## config.mk

```make
export PLATFORM = sky130hd
export DESIGN_NAME = xbus_core
export DESIGN_NICKNAME = d
export VERILOG_FILES = /design/src/rtl/xbus_pkg.sv /design/src/rtl/xbus_reg.sv /design/src/rtl/xbus_mux.sv /design/src/rtl/xbus_core.sv
export SDC_FILE = /design/constraint.sdc
export NUM_CORES = 1
export LEC_CHECK = 0
export CORE_ASPECT_RATIO = 1.2
export CORE_MARGIN = 5
export CORE_UTILIZATION = 52
export DETAILED_ROUTE_END_ITERATION = 10
export GPL_TIMING_DRIVEN = 0
export HOLD_SLACK_MARGIN = 0.15
export PLACE_DENSITY = 0.89
export SYNTH_ARGS = -nofsm -noshare
export SYNTH_HDL_FRONTEND = slang
export SYNTH_SLANG_ARGS = --single-unit
```

## constraint.sdc

```tcl
create_clock -name clk -period 4.5 [get_ports clk]
set_input_delay 0.675 -clock clk [delete_from_list [all_inputs] [get_ports clk]]
set_output_delay 0.675 -clock clk [all_outputs]
set_load 0.1 [all_outputs]
```

## src/rtl/xbus_pkg.sv

```systemverilog
package xbus_pkg;
   localparam int SEL_W = 3;

   typedef enum logic [SEL_W-1:0] {
      SRC_NONE = 3'd0,
      SRC_ADR  = 3'd1,
      SRC_PRG  = 3'd2,
      SRC_DAT  = 3'd3,
      SRC_ACC  = 3'd4,
      SRC_INS  = 3'd5,
      SRC_TMP  = 3'd6,
      SRC_MEM  = 3'd7
   } src_e;
endpackage

```

## src/rtl/xbus_reg.sv

```systemverilog
module xbus_reg #(
   parameter int W       = 16,
   parameter bit HAS_INC = 1'b1,
   parameter bit HAS_CLR = 1'b1
) (
   input  logic         clk,
   input  logic         rst_n,
   input  logic         ld,
   input  logic         inc,
   input  logic         clr,
   input  logic [W-1:0] d,
   output logic [W-1:0] q
);
   logic         inc_en;
   logic         clr_en;
   logic [W-1:0] q_inc;

   assign inc_en = HAS_INC ? inc : 1'b0;
   assign clr_en = HAS_CLR ? clr : 1'b0;

   generate
      if (HAS_INC) begin : g_inc
         assign q_inc = q + W'(1);
      end else begin : g_noinc
         assign q_inc = q;
      end
   endgenerate

   // clear over load over increment
   always_ff @(posedge clk or negedge rst_n) begin
      if (!rst_n)      q <= '0;
      else if (clr_en) q <= '0;
      else if (ld)     q <= d;
      else if (inc_en) q <= q_inc;
   end
endmodule

```

## src/rtl/xbus_mux.sv

```systemverilog
module xbus_mux
   import xbus_pkg::*;
#(
   parameter int DATA_W = 16,
   parameter int ADDR_W = 12
) (
   input  logic [SEL_W-1:0]  sel,
   input  logic [ADDR_W-1:0] adr,
   input  logic [ADDR_W-1:0] prg,
   input  logic [DATA_W-1:0] dat,
   input  logic [DATA_W-1:0] acc,
   input  logic [DATA_W-1:0] ins,
   input  logic [DATA_W-1:0] tmp,
   input  logic [DATA_W-1:0] mem,
   output logic [DATA_W-1:0] bus
);
   logic [DATA_W-1:0] adr_x;
   logic [DATA_W-1:0] prg_x;

   generate
      if (DATA_W > ADDR_W) begin : g_ext
         localparam int PAD = DATA_W - ADDR_W;
         assign adr_x = {{PAD{1'b0}}, adr};
         assign prg_x = {{PAD{1'b0}}, prg};
      end else begin : g_same
         assign adr_x = adr;
         assign prg_x = prg;
      end
   endgenerate

   always_comb begin
      case (sel)
         SRC_ADR: bus = adr_x;
         SRC_PRG: bus = prg_x;
         SRC_DAT: bus = dat;
         SRC_ACC: bus = acc;
         SRC_INS: bus = ins;
         SRC_TMP: bus = tmp;
         SRC_MEM: bus = mem;
         default: bus = '0;
      endcase
   end
endmodule

```

## src/rtl/xbus_core.sv

```systemverilog
module xbus_core
   import xbus_pkg::*;
#(
   parameter int DATA_W = 16,
   parameter int ADDR_W = 12
) (
   input  logic              clk,
   input  logic              rst_n,
   input  logic [SEL_W-1:0]  bus_sel,
   input  logic              adr_ld,
   input  logic              adr_inc,
   input  logic              adr_clr,
   input  logic              prg_ld,
   input  logic              prg_inc,
   input  logic              prg_clr,
   input  logic              dat_ld,
   input  logic              dat_inc,
   input  logic              dat_clr,
   input  logic              acc_ld,
   input  logic              acc_inc,
   input  logic              acc_clr,
   input  logic              ins_ld,
   input  logic              tmp_ld,
   input  logic              tmp_inc,
   input  logic              tmp_clr,
   input  logic [DATA_W-1:0] mem_rdata,
   input  logic              mem_wr,
   output logic [DATA_W-1:0] bus_q,
   output logic [ADDR_W-1:0] adr_q,
   output logic [ADDR_W-1:0] prg_q,
   output logic [DATA_W-1:0] dat_q,
   output logic [DATA_W-1:0] acc_q,
   output logic [DATA_W-1:0] ins_q,
   output logic [DATA_W-1:0] tmp_q,
   output logic [ADDR_W-1:0] mem_addr,
   output logic [DATA_W-1:0] mem_wdata,
   output logic              mem_we
);
   generate
      if (ADDR_W < 1 || ADDR_W > DATA_W) begin : g_bad_w
         $error("xbus_core: ADDR_W must lie in 1..DATA_W");
      end
   endgenerate

   logic [ADDR_W-1:0] bus_lo;
   assign bus_lo = bus_q[ADDR_W-1:0];

   xbus_mux #(.DATA_W(DATA_W), .ADDR_W(ADDR_W)) u_mux (
      .sel(bus_sel), .adr(adr_q), .prg(prg_q), .dat(dat_q), .acc(acc_q),
      .ins(ins_q), .tmp(tmp_q), .mem(mem_rdata), .bus(bus_q)
   );

   xbus_reg #(.W(ADDR_W)) u_adr (
      .clk(clk), .rst_n(rst_n), .ld(adr_ld), .inc(adr_inc), .clr(adr_clr),
      .d(bus_lo), .q(adr_q)
   );

   xbus_reg #(.W(ADDR_W)) u_prg (
      .clk(clk), .rst_n(rst_n), .ld(prg_ld), .inc(prg_inc), .clr(prg_clr),
      .d(bus_lo), .q(prg_q)
   );

   xbus_reg #(.W(DATA_W)) u_dat (
      .clk(clk), .rst_n(rst_n), .ld(dat_ld), .inc(dat_inc), .clr(dat_clr),
      .d(bus_q), .q(dat_q)
   );

   xbus_reg #(.W(DATA_W)) u_acc (
      .clk(clk), .rst_n(rst_n), .ld(acc_ld), .inc(acc_inc), .clr(acc_clr),
      .d(bus_q), .q(acc_q)
   );

   xbus_reg #(.W(DATA_W), .HAS_INC(1'b0), .HAS_CLR(1'b0)) u_ins (
      .clk(clk), .rst_n(rst_n), .ld(ins_ld), .inc(1'b0), .clr(1'b0),
      .d(bus_q), .q(ins_q)
   );

   xbus_reg #(.W(DATA_W)) u_tmp (
      .clk(clk), .rst_n(rst_n), .ld(tmp_ld), .inc(tmp_inc), .clr(tmp_clr),
      .d(bus_q), .q(tmp_q)
   );

   assign mem_addr  = adr_q;
   assign mem_wdata = bus_q;
   assign mem_we    = mem_wr;
endmodule

```

Word-level counts from Yosys, hierarchy flattened
Index checks and enable logic that the tools add are counted.
Word-level totals
  flip-flop bits (word level): 88
  output and inout port bits: 133
  word-level logic and storage cells: 39
Operators by class
  add/subtract/negate cells: 5
  equality and inequality tests: 7
  mux-type cells: 16
  reductions and logical operators: 5
Operator list (number)
  two-way mux 16 bit: 9
  case mux 16 bit (7 select lines): 1
  two-way mux 12 bit: 6
  adder 16 x 1 -> 16 bit (second input constant): 3
  adder 12 x 1 -> 12 bit (second input constant): 2
  nonzero test 3 bit: 5
  equality test 3 bit (second input constant): 4
  equality test 3 x 2 -> 1 bit (second input constant): 2
  equality test 3 x 1 -> 1 bit (second input constant): 1

Longest topological paths before layout
  depth after elaboration: 4
  mapped depth: 7
  depth with buffers taken out: 5

Modules after synthesis
Synthesis repeated with hierarchy kept, for this count alone.
Second synthesis, totals
  cells, all modules: 666
  area total of the unflattened synthesis: 6195.9 um^2
Modules (own cells, without submodules)
  xbus_reg at u_acc ...: instances 3, cells an instance 106, area each 964.7 um^2
  xbus_reg at u_adr ...: instances 2, cells an instance 80, area each 754.5 um^2
  xbus_mux: instances 1, cells an instance 124, area each 922.1 um^2
  xbus_reg at u_ins: instances 1, cells an instance 34, area each 649.4 um^2
  xbus_core: instances 1, cells an instance 30, area each 221.5 um^2

Worst setup path before layout
Ideal clock, no wire load.
  kind: reg-to-output
  start: reg u_adr.q[2]
  end: out mem_wdata[2]
  arrival: 2.882 ns
  data required time: 3.825 ns
  path slack: 0.943 ns
  cell stages (with the launch flop): 5
  path buffers: 1
  path through: dfrtp_1 mux2_4 a222oi_1 inv_1 buf_4
On the way
  longest elaborated chain between the ends: 1
Ends and longest elaborated chain
  from (decl): RTL line xbus_reg.sv:12  | output logic [W-1:0] q
  from (signal assigned): RTL line xbus_reg.sv:34  | else if (inc_en) q <= q_inc;
  case mux 16 bit (7 select lines): RTL line xbus_mux.sv:32  | case (sel)
  to (decl): RTL line xbus_core.sv:36  | output logic [DATA_W-1:0] mem_wdata,
No other way between the ends.

Worst setup path in the final report
  start: in bus_sel[2]
  end: out bus_q[1]
On the way
  longest elaborated chain between the ends: 2
  elaborated cells on any way between the ends: 8
  classes of those cells: eq/ne: 7; mux: 1
Ends and longest elaborated chain
  from (decl): RTL line xbus_core.sv:9  | input logic [SEL_W-1:0] bus_sel,
  equality test 3 bit (tied with other cells): RTL line xbus_mux.sv:32
  case mux 16 bit (7 select lines) (*): RTL line xbus_mux.sv:32
  to (decl): RTL line xbus_core.sv:28  | output logic [DATA_W-1:0] bus_q,
Every way passes the cells marked *; elsewhere a longest branch is shown, timed or not.

==> results.json <==
{
  "cap_violations": 0,
  "place_congestion": 0.9415,
  "syn-instance-count": 645,
  "insertion_delay_ps": 350,
  "rows": 42,
  "report.final.slew_viol_count": 0,
  "crit_chain": "clkdlybuf4s50_1, buf_4, buf_4, mux4_2, o21ai_2, inv_1, clkdlybuf4s50_1",
  "ir_drop_mv": 0.2738,
  "antenna_found_initial": 0,
  "hold_buffers": 0,
  "yosys_warnings": 0,
  "cp_slowest_cell": "clkdlybuf4s50_1",
  "synth_top_area_share_pct": 37.38,
  "cp.required_ps": 3830,
  "critical_path_class": "in -> out",
  "synth_edf_count": 0,
  "wl_per_cell_um": 22.21,
  "grt_pass1_wl_um": 33700,
  "p_per_area_nw_per_um2": 383.3,
  "coreArea_um2": 11090,
  "h-tree-depth": 3,
  "fillers": 845,
  "fin_util_pct": 72.88,
  "root_buffer": "clkbuf_16",
  "timing.rr.end": "u_dat.q[3]$_DFFE_PN0P_",
  "finalSetupTns_ps": 0,
  "crit_fanout": 10,
  "fmax_mhz": 224.4,
  "clock_skew_ps": 6.351,
  "dp_hpwl_um": 15860,
  "drt_iter0_markers": 690,
  "synth_area_leaders": "dfrtp_1 37%, xnor2_1 5.1%, a211oi_1 4.7%, mux2i_1 4.4%, buf_4 4.3%",
  "vias": 6290,
  "finalHoldWorstSlack_ps": 315.0,
  "ys_seq_area_share_pct": 37.38,
  "numCtsBuffers": 9,
  "yosysUniqueCellTypes": 58,
  "synth_area_um2": 5891,
  "rsz0062_at_grt": "false",
  "grt_max_degree": 50,
  "max_slew_margin_pct": 33.20,
  "routed_wl_um": 21700,
  "start_util_pct": 53.13,
  "drt_first_pass_iters": 5,
  "syn_to_final_growth_pct": 37.19,
  "cts.sink_count": 88,
  "synth-seq-cells": 88,
  "grt_util_all_layers_pct": 31.59,
  "syn_nets": 688,
  "path_clk_slew_ps": 60,
  "ff2ff_path_depth": 4,
  "cpPeakStageDelay_ps": 990,
  "drc": 0,
  "cts_tree": "built",
  "fin_crit_ps": 4457,
  "clockBufferDepth": 2,
  "setup_viol": 0,
  "hold_class": "in -> async",
  "ff2ff_setup_slack_ps": 2560,
  "worst_setup_path_end_kind": "primary output",
  "fin_crit_sh_pct": 99.05,
  "synthFlopType": "dfrtp_1",
  "final_antenna_net_count": 0,
  "finalHoldViolCount": 0,
  "num_antenna_cells": 0,
  "num_io_pins": 171,
  "p_leak_nw": 3.352,
  "tightest_slew_ps": 998.8,
  "worstSetupStartpointType": "primary input",
  "grt_pass1_vias": 6182,
  "synth_most_common_cell": "dfrtp_1",
  "avgViaCountPerCell": 6.438,
  "multi_input_area_um2": 3212,
  "portBuffers": 158,
  "dieWidth_um": 107.2,
  "layout-drive-gt1-share_pct": 12.03,
  "dieArea_um2": 13570,
  "seqCellArea_um2": 2202,
  "grt-ovfl-total": 0,
  "async_reset_ff_share_pct": 100.0,
  "ys_top_cells_by_count": "88 x dfrtp_1, 37 x a211oi_1, 36 x nand2_1",
  "cp_data_arrival_time_ps": 3780,
  "status": "complete, no violations",
  "synth_top_area_cell": "dfrtp_1",
  "synth_area_per_cell_um2": 9.133,
  "fin_nets": 861,
  "die_h_um": 126.6,
  "rr_startpoint": "u_tmp.q[3]$_DFFE_PN0P_"
}
-- flip-flops by register name (all words and copies together), names as in the netlist --
| signal | count |
|---|---|
| u_acc.q | 16 |
| u_adr.q | 12 |
| u_dat.q | 16 |
| u_ins.q | 16 |
| u_prg.q | 12 |
| u_tmp.q | 16 |
-- cells in the final DEF (no fill, tap or decap), types with 8 or more instances in the layout --
cell type and instances:
mux2_2 9, clkbuf_1 21, xnor2_1 34, nand3_1 22, nor3_1 30, xor2_1 9
clkbuf_16 9, o22ai_1 23, buf_4 39, dlymetal6s2s_1 9, a21oi_1 32, a211oi_1 37
mux2i_1 24, clkdlybuf4s50_1 137, dfrtp_1 88, nor2_1 31, nand4_1 25, inv_1 27
dlygate4sd2_1 10, nor2b_1 8, nor4_1 17, nand2_1 36, buf_2 10, o21ai_0 14
-- area by class of cell --
type,count,share of cell area [%]
clock inverter,5,0.9909
sequential,88,27.25
tap,154,2.384
buffer,68,4.985
multi-input combinational,459,39.74
clock buffer,11,3.004
inverter,30,1.393
timing repair buffer,162,20.25
-- worst max path at each step --
stage	end	start	depth (start not counted)	slack, ps
floorplan	mem_wdata[2]	u_adr.q[2]$_DFFE_PN0P_	4	940
finish	bus_q[1]	bus_sel[2]	7	40
global route	bus_q[1]	bus_sel[2]	7	6
CTS	bus_q[9]	bus_sel[2]	8	2
detailed placement	mem_wdata[2]	bus_sel[2]	9	-510
global placement	mem_wdata[2]	bus_sel[2]	8	-480
-- metal layers --
metal / GRT usage, % / wire length [um]
met5: 0 / 0
met4: 15.88 / 1051
met3: 4.726 / 2140
met2: 51.34 / 10480
met1: 40.94 / 8029
-- cells by family after synthesis --
| kind of cell | count (synthesis) | share of synthesized area (%) |
|---|---|---|
| compound gates | 165 | 19.54 |
| xor+xnor | 43 | 6.394 |
| fa+ha+maj | 5 | 1.062 |
| buf+inv | 98 | 8.751 |
| flops | 88 | 37.38 |
| mux | 41 | 8.305 |
| simple gates | 205 | 18.56 |
-- timing repair --
item,4_1_cts,5_1_grt
setup buffers,3,0
pin swaps,1,0
endpoints found under the setup margin,21,9
gates resized for setup,19,9
endpoints found under the hold margin,0,0
-- metrics by stage --
| stage | power, mW | std cells | instance area (um^2) | worst slack [ps] |
|---|---|---|---|---|
| floorplan | 1.910 | 645 | 5891 | 943.1 |
| global placement | 2.251 | 957 | 7665 | -483.6 |
| detailed placement | 2.270 | 958 | 7690 | -505.7 |
| CTS | 3.083 | 977 | 8059 | 1.674 |
| global route | 3.176 | 977 | 8082 | 5.778 |
| finish | 3.097 | 977 | 8082 | 42.72 |
-- where the power goes --
| part | internal [mW] | switching, mW |
|---|---|---|
| clock | 0.501 | 0.320 |
| combinational | 0.324 | 0.996 |
| sequential | 0.850 | 0.106 |
-- critical path, delay by kind of cell --
| family | cells | cell delay, ps |
|---|---|---|
| muxes | 1 | 350 |
| buffers and inverters | 5 | 2290 |
| AOI/OAI and AO/OA | 1 | 460 |
(Power assumes the default switching activity.)
